### config.mk
export PLATFORM = sky130hd
export DESIGN_NAME = window_aligner
export DESIGN_NICKNAME = d
export VERILOG_FILES = /design/src/rtl/wa_pkg.sv /design/src/rtl/wa_dir_decode.sv /design/src/rtl/wa_slot_seq.sv /design/src/rtl/wa_out_stage.sv /design/src/rtl/window_aligner.sv
export SDC_FILE = /design/constraint.sdc
export NUM_CORES = 1
export LEC_CHECK = 0
export CAP_MARGIN = 20
export CORE_MARGIN = 5
export CORE_UTILIZATION = 30
export CTS_BUF_LIST = sky130_fd_sc_hd__clkbuf_8
export DETAILED_ROUTE_END_ITERATION = 16
export DONT_BUFFER_PORTS = 1
export PLACE_DENSITY = 0.48
export SLEW_MARGIN = 10
export SYNTH_ARGS = -nofsm -noshare
export SYNTH_HDL_FRONTEND = slang
export SYNTH_SLANG_ARGS = --single-unit
### constraint.sdc
create_clock -name clk -period 4.7 [get_ports clk]
set_input_delay 0.235 -clock clk [delete_from_list [all_inputs] [get_ports clk]]
set_output_delay 0.235 -clock clk [all_outputs]
set_load 0.02 [all_outputs]
### src/rtl/wa_pkg.sv
// Package: shared types for the window aligner.
// Assumes nothing beyond IEEE 1800-2017 packed types.
package wa_pkg;

    // Kind of one slot in the readout sequence
    typedef enum logic [1:0] {
        SLOT_READ = 2'd0,   // real sample read from memory
        SLOT_MISS = 2'd1,   // sample never stored, no read
        SLOT_POST = 2'd2    // sample beyond the stop, read then dropped
    } slot_kind_t;

    // Window shape implied by the status code
    typedef struct packed {
        logic       post;   // one extra leading read beyond the stop
        logic [1:0] nmiss;  // count of trailing missing slots
    } win_fix_t;

endpackage

### src/rtl/wa_dir_decode.sv
// Module: wa_dir_decode
// Splits a directory word into trigger flag, corrected start address and
// window shape. Purely combinational.
// Assumes the status code sits in the two lowest address bits, ADDR_W >= 2.
module wa_dir_decode
    import wa_pkg::*;
#(
    parameter int ADDR_W = 10
) (
    input  logic              trig_bit,
    input  logic [ADDR_W-1:0] addr_field,
    output logic              trig,
    output logic [ADDR_W-1:0] start_addr,
    output win_fix_t          fix
);

    logic [ADDR_W-1:0] offset;

    // Map the status code to an address offset and a window shape
    always_comb begin
        offset    = '0;
        fix.post  = 1'b0;
        fix.nmiss = 2'd0;
        unique case (addr_field[1:0])
            2'b00: offset = '0;
            2'b10: begin
                offset    = ADDR_W'(1);
                fix.nmiss = 2'd1;
            end
            2'b01: begin
                offset    = ADDR_W'(2);
                fix.nmiss = 2'd2;
            end
            default: begin
                offset   = '1;          // minus one, modulo depth
                fix.post = 1'b1;
            end
        endcase
    end

    // Corrected start, wrapping naturally at ADDR_W bits
    assign start_addr = addr_field + offset;
    assign trig       = trig_bit;

endmodule

### src/rtl/wa_slot_seq.sv
// Module: wa_slot_seq
// Walks one window slot by slot and issues memory reads for slots that
// need data. One slot is produced per cycle in which adv is high.
// Assumes load only arrives while the sequencer is idle.
module wa_slot_seq
    import wa_pkg::*;
#(
    parameter int ADDR_W  = 10,
    parameter int WIN_LEN = 16
) (
    input  logic              clk,
    input  logic              rst_n,
    input  logic              load,
    input  logic [ADDR_W-1:0] load_start,
    input  win_fix_t          load_fix,
    input  logic              adv,
    output logic              active,
    output logic              emit,
    output slot_kind_t        emit_kind,
    output logic              emit_last,
    output logic              rd_en,
    output logic [ADDR_W-1:0] rd_addr
);

    localparam int CNT_W = $clog2(WIN_LEN + 2);

    logic [ADDR_W-1:0] addr_q;
    logic [CNT_W-1:0]  idx_q;
    win_fix_t          fix_q;
    logic [CNT_W-1:0]  total;
    logic [CNT_W-1:0]  real_idx;
    logic [CNT_W-1:0]  read_lim;

    // Classify the current slot from its index and the window shape
    always_comb begin
        total     = CNT_W'(WIN_LEN) + CNT_W'(fix_q.post);
        real_idx  = idx_q - CNT_W'(fix_q.post);
        read_lim  = CNT_W'(WIN_LEN) - CNT_W'(fix_q.nmiss);
        if (fix_q.post && idx_q == '0) begin
            emit_kind = SLOT_POST;
        end else if (real_idx < read_lim) begin
            emit_kind = SLOT_READ;
        end else begin
            emit_kind = SLOT_MISS;
        end
        emit_last = (idx_q == total - CNT_W'(1));
    end

    assign emit    = active && adv;
    assign rd_en   = emit && (emit_kind != SLOT_MISS);
    assign rd_addr = addr_q;

    // Load a new window or step to the next slot
    always_ff @(posedge clk) begin
        if (!rst_n) begin
            active <= 1'b0;
            addr_q <= '0;
            idx_q  <= '0;
            fix_q  <= '0;
        end else if (load) begin
            active <= 1'b1;
            addr_q <= load_start;
            idx_q  <= '0;
            fix_q  <= load_fix;
        end else if (emit) begin
            if (emit_kind != SLOT_MISS) begin
                addr_q <= addr_q + ADDR_W'(1);
            end
            idx_q <= idx_q + CNT_W'(1);
            if (emit_last) begin
                active <= 1'b0;
            end
        end
    end

endmodule

### src/rtl/wa_out_stage.sv
// Module: wa_out_stage
// Holds the slot whose memory data is on ram_rdata and presents it with
// valid/ready. Post-stop slots leave after one cycle without a handshake.
// Assumes the memory keeps its read data while its enable is low.
module wa_out_stage
    import wa_pkg::*;
#(
    parameter int DATA_W = 12
) (
    input  logic              clk,
    input  logic              rst_n,
    input  logic              in_emit,
    input  slot_kind_t        in_kind,
    input  logic              in_last,
    input  logic [DATA_W-1:0] ram_rdata,
    input  logic              out_ready,
    output logic              adv,
    output logic              full,
    output logic [DATA_W-1:0] out_data,
    output logic              out_valid,
    output logic              out_missing,
    output logic              out_last,
    output logic              out_post_stop
);

    slot_kind_t kind_q;
    logic       last_q;

    // Stage may take a new slot when empty, draining or holding a post pulse
    assign adv = !full || (kind_q == SLOT_POST) || out_ready;

    // Capture the slot issued by the sequencer
    always_ff @(posedge clk) begin
        if (!rst_n) begin
            full   <= 1'b0;
            kind_q <= SLOT_READ;
            last_q <= 1'b0;
        end else if (adv) begin
            full   <= in_emit;
            kind_q <= in_kind;
            last_q <= in_last;
        end
    end

    // Drive the slot fields; missing slots carry zero data
    always_comb begin
        out_valid     = full && (kind_q != SLOT_POST);
        out_post_stop = full && (kind_q == SLOT_POST);
        out_missing   = out_valid && (kind_q == SLOT_MISS);
        out_last      = out_valid && last_q;
        out_data      = (kind_q == SLOT_READ) ? ram_rdata : '0;
    end

endmodule

### src/rtl/window_aligner.sv
// Module: window_aligner (top)
// Accepts triggered directory words, corrects the start pointer from the
// embedded status code and streams a WIN_LEN slot window from memory.
// Assumes a power-of-two memory of 2**ADDR_W words with one-cycle
// synchronous read that holds its data while ram_en is low.
module window_aligner
    import wa_pkg::*;
#(
    parameter int DIR_W    = 32,
    parameter int TRIG_BIT = 31,
    parameter int ADDR_W   = 10,
    parameter int DATA_W   = 12,
    parameter int WIN_LEN  = 16
) (
    input  logic              clk,
    input  logic              rst_n,
    input  logic [DIR_W-1:0]  dir_word,
    input  logic              dir_valid,
    output logic              dir_ready,
    output logic              ram_en,
    output logic [ADDR_W-1:0] ram_addr,
    input  logic [DATA_W-1:0] ram_rdata,
    input  logic              out_ready,
    output logic [DATA_W-1:0] out_data,
    output logic              out_valid,
    output logic              out_missing,
    output logic              out_last,
    output logic              out_post_stop
);

    logic              trig;
    logic [ADDR_W-1:0] start_addr;
    win_fix_t          fix;
    logic              load;
    logic              seq_active;
    logic              emit;
    slot_kind_t        emit_kind;
    logic              emit_last;
    logic              adv;
    logic              st_full;
    logic              unused_word;

    // Bits between the address field and the trigger bit carry no meaning
    assign unused_word = ^dir_word;

    wa_dir_decode #(.ADDR_W(ADDR_W)) u_dec (
        .trig_bit   (dir_word[TRIG_BIT]),
        .addr_field (dir_word[ADDR_W-1:0]),
        .trig       (trig),
        .start_addr (start_addr),
        .fix        (fix)
    );

    // Busy from window start until its last slot has left the stage
    assign dir_ready = !seq_active && !st_full;
    assign load      = dir_valid && dir_ready && trig;

    wa_slot_seq #(.ADDR_W(ADDR_W), .WIN_LEN(WIN_LEN)) u_seq (
        .clk        (clk),
        .rst_n      (rst_n),
        .load       (load),
        .load_start (start_addr),
        .load_fix   (fix),
        .adv        (adv),
        .active     (seq_active),
        .emit       (emit),
        .emit_kind  (emit_kind),
        .emit_last  (emit_last),
        .rd_en      (ram_en),
        .rd_addr    (ram_addr)
    );

    wa_out_stage #(.DATA_W(DATA_W)) u_out (
        .clk           (clk),
        .rst_n         (rst_n),
        .in_emit       (emit),
        .in_kind       (emit_kind),
        .in_last       (emit_last),
        .ram_rdata     (ram_rdata),
        .out_ready     (out_ready),
        .adv           (adv),
        .full          (st_full),
        .out_data      (out_data),
        .out_valid     (out_valid),
        .out_missing   (out_missing),
        .out_last      (out_last),
        .out_post_stop (out_post_stop)
    );

endmodule

Word level (Yosys, flattened, before mapping):

Index checks and enable logic that the tools add are counted.

* register bits: 23
* latch bits: 0
* memory bits (writable): 0
* bits in read-only memories: 0
* input bits: 48
* memories kept: 0

* add/sub/neg operators: 7
* multiply operators: 0
* div/mod/pow operators: 0
* magnitude comparators: 1
* equal/unequal tests: 7
* shift operators: 0
* multiplexer cells: 12
* bitwise logic cells: 1
* reductions and logical operators: 24

Operators with widths (number)
* 10-bit two-way mux: 3
* 10-bit one-hot mux with 3 select lines: 1
* 12-bit two-way mux: 1
* 10-bit by 1-bit adder with 10-bit output (second input constant): 1
* 10-bit adder: 1
* 1-bit logical AND: 10
* 2-bit nonzero test: 3
* 5-bit by 1-bit adder with 5-bit output (first input constant): 1
* 5-bit by 1-bit adder with 5-bit output (second input constant): 1
* 5-bit equality test: 1
* 5-bit logical NOT: 1
* 5-bit < comparator: 1
* 1-bit two-way mux: 5
* 5-bit by 1-bit subtractor with 5-bit output: 1
* 5-bit by 1-bit subtractor with 5-bit output (second input constant): 1
* 5-bit by 2-bit subtractor with 5-bit output (first input constant): 1
* 2-bit by 1-bit equality test with 1-bit output (second input constant): 2
* 2-bit equality test (second input constant): 2
* 2-bit logical NOT: 2
* 2-bit one-hot mux with 2 select lines: 1
* 2-bit AND reduction: 2
* 3-bit OR reduction: 1
* 1-bit logical NOT: 2
* 1-bit logical OR: 2
* other kinds (5): 5

Logic depth before layout (Yosys ltp):

* depth after elaboration: 8
* depth in mapped cells: 11

Hierarchy:

Synthesis repeated with hierarchy kept, for this count alone.

* cell total of the unflattened synthesis: 259
* area, all modules: 2094.5 um^2

Modules (own cells, without submodules)
* wa_slot_seq: times used 1, cells each 164, area each 1346.3 um^2
* wa_dir_decode: times used 1, cells each 56, area each 439.2 um^2
* wa_out_stage: times used 1, cells each 37, area each 292.8 um^2
* window_aligner: times used 1, cells each 2, area each 16.3 um^2

Worst setup path after synthesis:

OpenSTA, ideal clock, no wires.

* kind: reg-to-reg
* start: reg u_seq.idx_q[0]
* end: reg u_seq.addr_q[5], in the netlist u_seq.rd_addr[5]
* arrival time: 2526 ps
* setup slack: 2055 ps
* stages on the path, launching flop included: 11
* buffers on the path: 0
* clock period less this slack: 2645 ps
* path through: dfxtp_1 inv_1 ha_1 ha_1 xor2_1 ha_1 o21ai_0 o21ai_1 a21oi_4 and4_1 o31a_1

* longest elaborated chain between the ends: 7
* elaborated cells on any way between the ends: 9
* those cells by class: 1 x add/sub; 1 x order compare; 1 x eq/ne; 2 x mux; 4 x reduce/logical

Ends and longest elaborated chain
* start, declared: line wa_slot_seq.sv:28 `logic [CNT_W-1:0] idx_q;`
* start signal, assigned: line wa_slot_seq.sv:69 `idx_q <= idx_q + CNT_W'(1);`
* 5-bit by 1-bit subtractor with 5-bit output: line wa_slot_seq.sv:37 `real_idx = idx_q - CNT_W'(fix_q.post);`
* 5-bit < comparator: line wa_slot_seq.sv:41 `end else if (real_idx < read_lim) begin`
* 1-bit two-way mux: line wa_slot_seq.sv:41
* 2-bit two-way mux *: line wa_slot_seq.sv:39 `if (fix_q.post && idx_q == '0) begin`
* 2-bit by 1-bit != test with 1-bit output *: line wa_slot_seq.sv:66 `if (emit_kind != SLOT_MISS) begin`
* 2-bit nonzero test (no source line) *
* 2-bit AND reduction (no source line) *
* end signal, assigned: line wa_slot_seq.sv:62 `addr_q <= load_start;`
* end signal, assigned: line wa_slot_seq.sv:67 `addr_q <= addr_q + ADDR_W'(1);`
* end, declared: line wa_slot_seq.sv:27 `logic [ADDR_W-1:0] addr_q;`

Every way passes the cells marked *; elsewhere a longest branch is shown, timed or not.
A chain may end at the register's enable or synchronous reset.

Worst setup path in the final report:

Same ends and word-level chain as after synthesis.

==> impl_results.md <==
* Post-placement setup slack at 1683 ps
* Post-route clock skew at 5.126 ps
* Comb pwr share at 27.5%
* EDFF count, synth at 0
* Least-Margin Pin Slew at 889.9 ps
* CP arrival at 3190 ps
* Global-route wire length before repair at 8.245 mm
* Non-Filler Instances at between 300 and 400
* Design area at 2029 um2
* Crit path launch type: flip-flop
* Post-Syn Nets at around 300
* Netlist cell types at 48
* Die ar. at 8149 um2
* Vias at ~1600
* Ranking of synthesized cells by area: dfxtp_1 24%, ha_1 15%, xnor2_1 6.8%, and2_1 4.9%, nand2_1 4.1%
* Mux cell area share after synthesis at 1.036%
* RSZ-0062 raised after global routing: false
* Leading area contributor after synthesis: dfxtp_1
* Placer congestion estimate at 0.7688
* Xor/xnor share of the synthesized area at 8.155%
* Worst Path Buf+Inv at 1
* Post-DRT Antenna Nets at 0
* Outcome: finished, final reports clean
* Average wire per cell in the routed design at 14.92 um
* Initial antenna violation count at 0
* Clock power frac at 25.0%
* H-tree Lvls at 1
* Critical path's slowest cell: o21ai_1
* Critical path endpoint category: flip-flop
* Fin. max-slew vios at 0
* Postcts setup bufs at 0
* Initial DRC count at 59
* DR vias/cell at 5.224
* Largest family of logic cells by synthesized area: simple AND/OR/NAND/NOR gates
* Cell Area, Synth at 1933 um2
* Largest fanout on the critical path at 7
* Total GRT Usage at between 10% and 20%
* DRC violations left at 0
* Post-synthesis register bit count at 23
* Setup Viol. Count Final at 0
* Clk buf depth at 2
* Dpl cell area at 1984 um2
* Sequential area share after synthesis at between 20% and 30%
* Crit path max-delay family: compound AO/OA/AOI/OAI gates
* Slew HR at 40.27%
* Final core occ at 32.14%
* Area delta synth->final at 4.984%
* Compound-Gate Fraction of Synth Area at approximately a fifth
* Yosys top cell area share at approximately a quarter
* CTS Buf Count at 3
* NetSw at ~0.18 mW
* Grt ovf at 0
* Crit path kind: reg -> reg
* N_diodes at 0
* PortBufs at 0
* Synth Warn # at 0
* Hold buffers post-CTS at 0
* Detailed Routing Iterations Pass 1 at 4
* Path type of the worst min-delay path: in -> reg
* Cell count after synthesis at ~230
* Worst path most repeated cell: ha_1
* Die Ht at 90.27 um
* R2r setup slk at 1670 ps
* Fmax at between 300 and 400 MHz
* Clk_lat worst skew at ~260 ps
* Setup ws final at 1673 ps
* HPWL after DPL at 3.686 mm
* Core box area at 6314 um2
* Max-cap violations at 0
* CTS root buffer: clkbuf_8
* Final nets at 303
* Area share of fa/ha/maj cells after synthesis at between 10% and 20%
* Die X at between 90 and 100 um
* Std cell rows at 29
* Top FF cell, synth: dfxtp_1
* # clock sinks at 23
* Final hold vios at 0
* IO Pins at 76
* Cell total after placement at 304
* Fin crit share at 64.41%
* Async set-reset flop share out of synthesis at 0%
* Sw Share at 35.94%
* Simple-gate share of the synthesized area at 25.50%
* Max incr delay on CP at around 700 ps
* Worst VDD drop at about 0.00011 V
* Critical Path RT at a little under 5000 ps
* Largest net degree at the start of global routing at 17
* PwrDens at about 240 nW/um2
* Post-CTS sizing at 0
* Layout cell share with drive strength beyond 1 at under 10%
* Pint at 0.3159 mW
* Minimum clock period after layout at 3027 ps
* Clock transition at path regs at 90 ps
* Starting Density at just over 30%
* Synthesized area per cell at 8.297 um2
* Final setup TNS at 0 ps
* Hold WS at ~87 ps
* CTS tree: done
* Seq pwr share at 47.5%
* Vias in the first global route at 1661
* Power, Total at 0.4932 mW
* Lkg Pwr at a little under 0.8 nW
* Crit-path cells: inv_1 > ha_1 > ha_1 > xor2_1 > ha_1 > o21ai_0 > o21ai_1 > a21oi_4 > and4_1 > o31a_1
* Detailed-route wire length at 4.594 mm
[cells in the mapped netlist (4+ instances only)]
master,number
a21oi_1,14
dfxtp_1,23
nor3_1,5
xnor2_1,15
and3_1,4
o21ai_0,4
nand3_1,9
a211oi_1,5
o22ai_1,4
and2_1,15
nand2_1,21
nor2_1,19
inv_1,15
ha_1,23
[final timing paths]
kind,cells after the start,start,endpoint
hold / removal,2,rst_n,u_seq.rd_addr[1]
setup / recovery,10,u_seq.idx_q[0],u_seq.rd_addr[5]
setup reg to reg,10,u_seq.idx_q[0],u_seq.rd_addr[5]
hold reg to reg,2,u_out.last_q,u_out.last_q
[layout by cell type (no fill, tap or decap), types with 3 or more instances in the layout]
cell type / count
o211ai_1: 3
or3_1: 3
xor2_1: 3
ha_1: 23
a211oi_1: 5
xnor2_1: 15
nand2_1: 21
o22ai_1: 4
nand3_1: 9
and3_1: 4
o21a_1: 3
and2_1: 15
dfxtp_1: 23
clkbuf_8: 3
inv_1: 16
a21oi_1: 14
nor2_1: 19
o21ai_0: 4
nor4_1: 3
nor3_1: 5
[metal layers]
metal  global-route usage, %  vias to the layer above  share of wire (%)  wire length, um
li1                        -                      833                  -                -
met1                   14.94                      750                 46             2118
met2                   20.43                       22                 49             2251
met3                   3.167                        4                4.2              191
met4                   2.605                        0               0.72               33
met5                       0                        -                  0                0
[area by class of cell]
type | count | area [um2]
inverters | 15 | 56.30
well taps | 77 | 96.34
clock inverters | 1 | 3.754
multi-input cells | 189 | 1371
fillers | 723 | 4284
clock buffers | 3 | 41.29
flip-flops and latches | 23 | 460.4
[worst register-to-register path: stages (launching register included)]
cell and delay (ps):
dfxtp_1 400, inv_1 90, ha_1 210, ha_1 220, xor2_1 150, ha_1 290
o21ai_0 70, o21ai_1 700, a21oi_4 260, and4_1 280, o31a_1 260
[power groups by stage]
stage | Combinational (mW) | Clock (mW) | Sequential (mW)
finish | 0.135 | 0.123 | 0.234
global route | 0.154 | 0.141 | 0.238
CTS | 0.137 | 0.129 | 0.235
detailed placement | 0.136 | 0 | 0.240
global placement | 0.136 | 0 | 0.240
floorplan | 0.117 | 0 | 0.234
[sequential cells by signal, summed over array words and instances (netlist names)]
register,count
u_out.full,1
u_out.kind_q,2
u_out.last_q,1
u_seq.active,1
u_seq.fix_q,3
u_seq.idx_q,5
u_seq.rd_addr,10
[logic make-up (layout without fill, tap and decap cells)]
kind of cell             after synthesis  in the layout
AO/OA/AOI/OAI                         52             52
XOR/XNOR                              18             18
adder cells (fa/ha/maj)               23             23
buffers and inverters                 21             19
flip-flops                            23             23
multiplexers                           2              2
AND/OR/NAND/NOR                       94             94
No activity file was read; power rests on OpenSTA's default activity.
